**config.mk**
```make
export PLATFORM = sky130hd
export DESIGN_NAME = idle_rst_ctrl
export DESIGN_NICKNAME = d
export VERILOG_FILES = /design/src/rtl/idle_rst_pkg.sv /design/src/rtl/pin_sync.sv /design/src/rtl/reset_qualifier.sv /design/src/rtl/idle_ctrl.sv /design/src/rtl/idle_rst_ctrl.sv
export SDC_FILE = /design/constraint.sdc
export NUM_CORES = 1
export LEC_CHECK = 0
export BUFFER_PORTS_ARGS = -buffer_cell sky130_fd_sc_hd__clkbuf_2
export CAP_MARGIN = 10
export CORE_AREA = 10 10 47 49
export DETAILED_ROUTE_END_ITERATION = 7
export DIE_AREA = 0 0 57 59
export PLACE_DENSITY = 0.46
export SYNTH_ARGS = -nofsm -noshare
export SYNTH_HDL_FRONTEND = slang
export SYNTH_HIERARCHICAL = 1
export SYNTH_SLANG_ARGS = --single-unit
```
**constraint.sdc**
```tcl
create_clock -name clk -period 0.8 [get_ports clk]
set_input_delay 0.04 -clock clk [delete_from_list [all_inputs] [get_ports clk]]
set_output_delay 0.04 -clock clk [all_outputs]
set_load 0.05 [all_outputs]
```
**src/rtl/idle_rst_pkg.sv**
```systemverilog
package idle_rst_pkg;

    typedef enum logic [1:0] {
        RQ_QUIET   = 2'd0,
        RQ_MEASURE = 2'd1,
        RQ_ACTIVE  = 2'd2,
        RQ_DRAIN   = 2'd3
    } rq_state_t;

    typedef enum logic {
        PW_RUN  = 1'b0,
        PW_IDLE = 1'b1
    } pw_state_t;

endpackage

```
**src/rtl/pin_sync.sv**
```systemverilog
module pin_sync #(
    parameter int STAGES = 2
) (
    input  logic clk,
    input  logic por_n,
    input  logic d_i,
    output logic q_o
);
    logic [STAGES-1:0] chain_q;

    generate
        for (genvar s = 0; s < STAGES; s++) begin : g_stage
            if (s == 0) begin : g_first
                always_ff @(posedge clk or negedge por_n) begin
                    if (!por_n) chain_q[0] <= 1'b0;
                    else        chain_q[0] <= d_i;
                end
            end else begin : g_next
                always_ff @(posedge clk or negedge por_n) begin
                    if (!por_n) chain_q[s] <= 1'b0;
                    else        chain_q[s] <= chain_q[s-1];
                end
            end
        end
    endgenerate

    assign q_o = chain_q[STAGES-1];
endmodule

```
**src/rtl/reset_qualifier.sv**
```systemverilog
module reset_qualifier
    import idle_rst_pkg::*;
#(
    parameter int MIN_MC      = 2,
    parameter int SYNC_STAGES = 2
) (
    input  logic clk,
    input  logic por_n,
    input  logic mc_strobe,
    input  logic pin_raw,
    output logic rst_o
);
    localparam int CW = $clog2(MIN_MC + 1);
    localparam logic [CW-1:0] LAST = CW'(MIN_MC - 1);

    logic      pin_s;
    rq_state_t state_q, state_d;
    logic [CW-1:0] cnt_q, cnt_d;

    pin_sync #(.STAGES(SYNC_STAGES)) u_sync (
        .clk   (clk),
        .por_n (por_n),
        .d_i   (pin_raw),
        .q_o   (pin_s)
    );

    always_ff @(posedge clk or negedge por_n) begin
        if (!por_n) begin
            state_q <= RQ_QUIET;
            cnt_q   <= '0;
        end else begin
            state_q <= state_d;
            cnt_q   <= cnt_d;
        end
    end

    always_comb begin
        state_d = state_q;
        cnt_d   = cnt_q;
        unique case (state_q)
            RQ_QUIET: begin
                cnt_d = '0;
                if (pin_s) begin
                    if (mc_strobe && (MIN_MC <= 1)) begin
                        state_d = RQ_ACTIVE;
                    end else begin
                        state_d = RQ_MEASURE;
                        cnt_d   = mc_strobe ? CW'(1) : '0;
                    end
                end
            end
            RQ_MEASURE: begin
                if (!pin_s) begin
                    state_d = RQ_QUIET;
                    cnt_d   = '0;
                end else if (mc_strobe) begin
                    if (cnt_q == LAST) begin
                        state_d = RQ_ACTIVE;
                        cnt_d   = '0;
                    end else begin
                        cnt_d = cnt_q + CW'(1);
                    end
                end
            end
            RQ_ACTIVE: begin
                if (!pin_s) state_d = mc_strobe ? RQ_QUIET : RQ_DRAIN;
            end
            RQ_DRAIN: begin
                if (pin_s)          state_d = RQ_ACTIVE;
                else if (mc_strobe) state_d = RQ_QUIET;
            end
            default: state_d = RQ_QUIET;
        endcase
    end

    always_comb begin
        rst_o = (state_q == RQ_ACTIVE) || (state_q == RQ_DRAIN);
    end

    // reset only rises on a strobe seen with the pin high
    a_r6_rise_on_strobe: assert property (@(posedge clk) disable iff (!por_n)
        $rose(rst_o) |-> ($past(mc_strobe) && $past(pin_s)));

    // reset only falls on a strobe seen with the pin low
    a_r7_fall_on_strobe: assert property (@(posedge clk) disable iff (!por_n)
        $fell(rst_o) |-> ($past(mc_strobe) && !$past(pin_s)));

    // a low synchronized pin outside reset never starts reset next cycle
    a_r6_low_pin_quiet: assert property (@(posedge clk) disable iff (!por_n)
        (!rst_o && !pin_s) |=> !rst_o);
endmodule

```
**src/rtl/idle_ctrl.sv**
```systemverilog
module idle_ctrl
    import idle_rst_pkg::*;
(
    input  logic clk,
    input  logic por_n,
    input  logic core_rst_i,
    input  logic wr_en_i,
    input  logic wr_idle_i,
    input  logic irq_i,
    output logic idle_o,
    output logic cpu_en_o
);
    pw_state_t state_q, state_d;

    always_ff @(posedge clk or negedge por_n) begin
        if (!por_n) state_q <= PW_RUN;
        else        state_q <= state_d;
    end

    always_comb begin
        state_d = state_q;
        if (core_rst_i) begin
            state_d = PW_RUN;
        end else begin
            unique case (state_q)
                PW_RUN:  if (wr_en_i && wr_idle_i && !irq_i) state_d = PW_IDLE;
                PW_IDLE: if (irq_i) state_d = PW_RUN;
                default: state_d = PW_RUN;
            endcase
        end
    end

    always_comb begin
        idle_o   = (state_q == PW_IDLE);
        cpu_en_o = (state_q == PW_RUN);
    end

    // accepted idle write enters idle
    a_r2_enter_idle: assert property (@(posedge clk) disable iff (!por_n)
        (!idle_o && wr_en_i && wr_idle_i && !irq_i && !core_rst_i) |=> idle_o);

    // interrupt during idle wakes the CPU
    a_r4_irq_wakes: assert property (@(posedge clk) disable iff (!por_n)
        (idle_o && irq_i) |=> (!idle_o && cpu_en_o));

    // an interrupt while running keeps the CPU running
    a_r5_irq_blocks_entry: assert property (@(posedge clk) disable iff (!por_n)
        (!idle_o && irq_i) |=> !idle_o);

    // internal reset cancels idle
    a_r8_rst_clears_idle: assert property (@(posedge clk) disable iff (!por_n)
        core_rst_i |=> (!idle_o && cpu_en_o));
endmodule

```
**src/rtl/idle_rst_ctrl.sv**
```systemverilog
module idle_rst_ctrl #(
    parameter int MIN_MC      = 2,
    parameter int SYNC_STAGES = 2
) (
    input  logic clk,
    input  logic por_n,
    input  logic mc_strobe,
    input  logic rst_pin,
    input  logic pwr_wr_en,
    input  logic pwr_wr_idle,
    input  logic irq_pending,
    output logic idle_flag,
    output logic cpu_clk_en,
    output logic periph_clk_en,
    output logic core_rst
);
    logic rst_int;

    reset_qualifier #(.MIN_MC(MIN_MC), .SYNC_STAGES(SYNC_STAGES)) u_rq (
        .clk       (clk),
        .por_n     (por_n),
        .mc_strobe (mc_strobe),
        .pin_raw   (rst_pin),
        .rst_o     (rst_int)
    );

    idle_ctrl u_idle (
        .clk        (clk),
        .por_n      (por_n),
        .core_rst_i (rst_int),
        .wr_en_i    (pwr_wr_en),
        .wr_idle_i  (pwr_wr_idle),
        .irq_i      (irq_pending),
        .idle_o     (idle_flag),
        .cpu_en_o   (cpu_clk_en)
    );

    assign core_rst      = rst_int;
    assign periph_clk_en = 1'b1;

    // CPU enable and idle bit are never both active
    a_r2_enable_exclusive: assert property (@(posedge clk) disable iff (!por_n)
        !(idle_flag && cpu_clk_en));
endmodule

```
==> results of run 1 <==
[layout by cell type (no fill, tap or decap)]
cell type      count
dfrtp_1            4
a21boi_1           1
clkbuf_2           6
dfrtp_2            3
nor3_2             1
nand2_1            3
and2b_2            1
a31o_1             1
inv_4              1
clkbuf_1           1
nand4_1            1
clkbuf_16          1
buf_8              1
conb_1             1
dlygate4sd3_1      3
nand3_1            1
o311ai_1           1
nand4b_1           1
buf_6              1
a21oi_2            2
inv_2              2
nor3_4             1
clkbuf_4           4
[repair_timing]
item	4_1_cts	5_1_grt
pin swaps	3	5
setup endpoints to repair	7	8
hold buffers	3	0
endpoints found under the hold margin	9	0
gates resized for setup	10	7
[routing by layer]
layer	routed length (µm)	up-vias	track usage
li1	-	120	-
met1	234	125	0.0373
met2	414	3	0.0760
met3	29	0	0.0150
met4	0	0	0.0403
met5	0	-	0
[worst max-delay path, cell delays in order, from the launching register on]
cell and delay (ns):
dfrtp_2 0.42, inv_2 0.07, clkbuf_16 0.15
[power groups by stage]
stage	Sequential, mW	Combinational [mW]	Clock, mW
2_1_floorplan	0.437	0.126	0
3_3_place_gp	0.427	0.190	0
3_5_place_dp	0.430	0.193	0
4_1_cts	0.426	0.248	0.334
5_1_grt	0.441	0.286	0.347
6_report	0.437	0.267	0.312
[Yosys cell counts]
library cell	number	share of area
a31o_1	1	0.030
conb_1	1	0.013
nor3_2	1	0.034
a21boi_0	1	0.025
nand4_1	1	0.021
nand4b_1	1	0.030
nand2_1	3	0.038
inv_1	3	0.038
nand3_1	1	0.017
o311ai_1	1	0.030
buf_4	1	0.025
dfrtp_1	7	0.59
a21oi_2	1	0.030
and2b_2	1	0.030
clkbuf_1	1	0.013
a21oi_1	1	0.017
nor3_1	1	0.017
[cells by family after synthesis]
kind of cell | count (synthesis) | share of synthesized area
buffers and inverters | 5 | 0.0763
and+or+nand+nor | 9 | 0.186
AOI/OAI and AO/OA | 5 | 0.131
other | 1 | 0.0127
DFF | 7 | 0.593
[area by class of cell]
class                           count  area, µm²  area share
Clock buffer                        4       26.3      0.0559
Inverter                            3       13.8      0.0293
Multi-Input combinational cell     15        113       0.239
Sequential cell                     7        179       0.380
Tap cell                           16       20.0      0.0426
Timing Repair Buffer               13        119       0.253
[path summary, 6_finish.rpt]
path	end	slack, ns	cells after the start	from
min in group asynchronous	u_rq/cnt_q[1]$_DFFE_PN0P_	0.16	2	por_n
worst max-delay path	cpu_clk_en	-0.13	2	u_idle/idle_o$_DFF_PN0_
max in group asynchronous	u_idle/idle_o$_DFF_PN0_	0.46	2	por_n
worst max register to register	u_rq/state_q[0]$_DFFE_PN0P_	-0.10	2	u_rq/cnt_q[1]$_DFFE_PN0P_
worst min-delay path	u_idle/idle_o$_DFF_PN0_	0.08	3	pwr_wr_idle
worst min register to register	u_rq/u_sync/q_o$_DFF_PN0_	0.35	0	u_rq/u_sync/chain_q[0]$_DFF_PN0_
[metrics by stage]
stage	instance area [µm²]	TNS (ns)	cells	hold WS, ns	power (mW)
after floorplan	298	-0.204	27	-0.256	0.564
after global placement	358	-0.0679	51	-0.119	0.617
after detailed placement	358	-0.143	51	-0.116	0.624
after CTS	454	-0.591	58	0.0716	1.01
after global routing	470	-0.727	58	0.0981	1.07
final	470	-0.497	58	0.0792	1.02
[flip-flops by register name, summed over array words and instances (netlist names)]
register / flops
u_rq/cnt_q: 2
u_rq/u_sync/chain_q: 1
u_idle/idle_o: 1
u_rq/u_sync/q_o: 1
u_rq/state_q: 2
==> results.cfg, run 1 <==
[yosys]
synth_nets = 34
yosysWarnings = 6
syn_area_um2 = 295
syn_inst = 27
synth-seq-cells = 7
syn_area_per_cell_um2 = 10.9
yosysSeqAreaShare = 0.593
netlist-cell-type-count = 17

[cts]
ctsHtreeMaxLevel = 1
cts_setup_buffers = 0
cts_sinks = 7
cts_buffers = 3
cts_tree = done
clk_path_buf_depth = 2
clk_pin_slew_ns = 0.05
clk_latency_ns = 0.24
cts_root_buf = clkbuf_4

[timing]
rsz0062_at_grt = yes
fin_ws_ns = -0.125
slew_viol_final = 0
hold_viol_final = 0
skew_ns = 0.000572
period_needed_ns = 0.925
fin_crit_sh = 1.16
fmax_mhz = 1080
setup_violations = 7

[worst_setup_path]
critPathLaunchType = flip-flop
required_ns = 0.76
arrival_ns = 0.89
crit_type = flip-flop to output port
worst-path-max-fanout = 3
cp-end-kind = output port

[floorplanning]
ios = 11
rows = 14
fp.dieH_um = 59
die_w_um = 57
dieArea_mm2 = 0.00336
core_region_area_mm2 = 0.00140
start_util = 0.211

[place]
place.gp.congestion = 0.702
place_ws_ns = -0.0608
portBuffers = 9
place_hpwl_um = 474

[routing]
final_antenna_net_count = 0
vias = 248
firstDrtPassIters = 4
dr.first_iter.drc_count = 9
totalWireLength_um = 678
vias_per_cell = 4.28
drt-wirelength-per-cell_um = 11.7
drc = 0

[run_status]
status = finished, violations left
violations = negative setup slack

[finish]
nNetsFinal = 50
antenna_cells = 0
drive_gt1_frac = 0.571
area_delta_synth_final_pct = 59.3
final_util = 0.336
n_fill_cell = 153

[pwr]
peakVddDrop_mv = 0.716
p_seq_frac = 0.430
p_leak_nw = 0.207
clockPowerShare = 0.307
p_sw_mw = 0.313
power.density_mw_per_mm2 = 2160
power.internal_mw = 0.703
power_frac_comb = 0.263
netSwitchingFraction = 0.308

[worst_hold_path]
hold_path_class = input pin to flip-flop

[global_routing]
grt.overflow.total = 0
grt_pass1_wl_mm = 1.10
grt_pass1_vias = 255
antenna_found_initial = 0
track_usage = 0.0430
grt_max_degree = 8

[job]
drv_cap = 0
Note: power is estimated with default switching activity, not from simulation.
==> inputs of run 2 (changes only) <==
Settings changed: HOLD_SLACK_MARGIN from default to 0.08.
==> run 2 against run 1 <==
Compared with the run above: the run still ends with negative setup slack left; setup slack barely moved; critical path depth did not move; sequential power is essentially flat; first-iteration DRC count unchanged; non-clock buffer count up 1; count of clock-buffer cells in the layout did not move; register-to-register slack about the same; die area unchanged; worst hold slack improved by 0.0061 ns; via count rose by 1.2%; combinational power grew 2%; largest cell class unchanged.
==> results.cfg, run 2 (synthesis results as in run 1) <==
[run_status]
status = finished, violations left
violations = negative setup slack

[worst_setup_path]
crit_type = flip-flop to output port
worst-path-max-fanout = 3
critPathBufInv = 2
critPathLaunchType = flip-flop
cp-end-kind = output port
required_ns = 0.76
crit_slowest_cell = dfrtp_2
worstPathCellList = inv_2 -> clkbuf_16
slowest_delay_ns = 0.42
crit_family = flip-flops
arrival_ns = 0.89

[routing]
drc = 0
drt-wirelength-per-cell_um = 11.5
vias = 251
final_antenna_net_count = 0
dr.first_iter.drc_count = 9
firstDrtPassIters = 4
totalWireLength_um = 677
vias_per_cell = 4.25

[pwr]
netSwitchingFraction = 0.308
clockPowerShare = 0.306
peakVddDrop_mv = 0.708
power.density_mw_per_mm2 = 2120
p_seq_frac = 0.428
power_frac_comb = 0.267
p_sw_mw = 0.314
power.internal_mw = 0.706
p_leak_nw = 0.211

[finish]
final_common_cell = clkbuf_2
layout_common_cells = clkbuf_2, clkbuf_4, dlygate4sd3_1, dfrtp_1
multi_input_area_um2 = 113
drive_gt1_frac = 0.558
n_fill_cell = 146
seq_area_um2 = 179
antenna_cells = 0
area_delta_synth_final_pct = 62.7
nNetsFinal = 51
finish.instance_area_um2 = 480
final_util = 0.343
reg.largest.list = u_rq/cnt_q (2), u_rq/state_q (2)

[job]
drv_cap = 0

[timing]
rsz0062_at_grt = yes
setup_violations = 6
hold_ws_ns = 0.0853
finalSetupTns_ns = -0.491
slew_viol_final = 0
fmax_mhz = 1080
fin_crit_sh = 1.16
hold_viol_final = 0
fin_ws_ns = -0.126
period_needed_ns = 0.926
skew_ns = 0.000572

[worst_hold_path]
hold_path_class = input pin to flip-flop

[cts]
cts_setup_buffers = 0
cts_root_buf = clkbuf_4
ctsHtreeMaxLevel = 1
clk_latency_ns = 0.24
clk_pin_slew_ns = 0.05
cts_sinks = 7
cts_tree = done
cts_buffers = 3
clk_path_buf_depth = 2

[floorplanning]
fp.dieH_um = 59
die_w_um = 57
start_util = 0.211
rows = 14
dieArea_mm2 = 0.00336
core_region_area_mm2 = 0.00140
ios = 11

[global_routing]
antenna_found_initial = 0
grt.overflow.total = 0
grt_max_degree = 8
track_usage = 0.0439
grt_pass1_wl_mm = 1.11
grt_pass1_vias = 261

[place]
place.gp.congestion = 0.702
place_hpwl_um = 474
post_dp_cell_area_um2 = 358
place_ws_ns = -0.0608
portBuffers = 9
[run 2: power by group through the flow]
| stage | clock network (mW) | logic (mW) | registers, mW |
|---|---|---|---|
| after global routing | 0.347 | 0.288 | 0.440 |
| final | 0.312 | 0.272 | 0.436 |
| after floorplan | 0 | 0.126 | 0.437 |
| after detailed placement | 0 | 0.193 | 0.430 |
| after global placement | 0 | 0.190 | 0.427 |
| after CTS | 0.334 | 0.252 | 0.426 |
[run 2: stage by stage]
stage	std cells	total power [mW]
2_1_floorplan	27	0.564
3_3_place_gp	51	0.617
3_5_place_dp	51	0.624
4_1_cts	59	1.01
5_1_grt	59	1.08
6_report	59	1.02
[run 2: path summary, 6_finish.rpt]
check                                                       from                          end  slack, ns  cells past startpoint
max in group asynchronous                                  por_n      u_idle/idle_o$_DFF_PN0_       0.46                      2
worst min-delay path                                   pwr_wr_en      u_idle/idle_o$_DFF_PN0_       0.09                      3
worst max-delay path                     u_idle/idle_o$_DFF_PN0_                   cpu_clk_en      -0.13                      2
min in group asynchronous                                  por_n    u_rq/cnt_q[1]$_DFFE_PN0P_       0.16                      2
worst min register to register  u_rq/u_sync/chain_q[0]$_DFF_PN0_    u_rq/u_sync/q_o$_DFF_PN0_       0.35                      0
worst max register to register         u_rq/cnt_q[1]$_DFFE_PN0P_  u_rq/state_q[0]$_DFFE_PN0P_      -0.10                      2
[run 2: worst reg2reg max path, cell delays in order (launching register included)]
cell      delay, ns
dfrtp_1        0.36
nand4b_1       0.21
a31o_1         0.21
[run 2: layout make-up]
cell class	count	area share
flip-flops and latches	7	0.372
inverters	3	0.0286
well taps	16	0.0417
clock buffers	4	0.0547
multi-input cells	15	0.234
repair buffers	14	0.268
[run 2: metal layers]
layer | vias to the layer above | wire [µm] | global-route usage
met3 | 0 | 29 | 0.0150
met2 | 3 | 407 | 0.0806
met5 | - | 0 | 0
li1 | 122 | - | -
met4 | 0 | 0 | 0.0403
met1 | 126 | 241 | 0.0361
[run 2: what timing repair did]
item                                   in CTS  in global routing
hold buffers                                4                  0
pin swaps                                   3                  5
gates resized for setup                    10                  7
setup endpoints to repair                   7                  8
endpoints found under the hold margin       9                  0
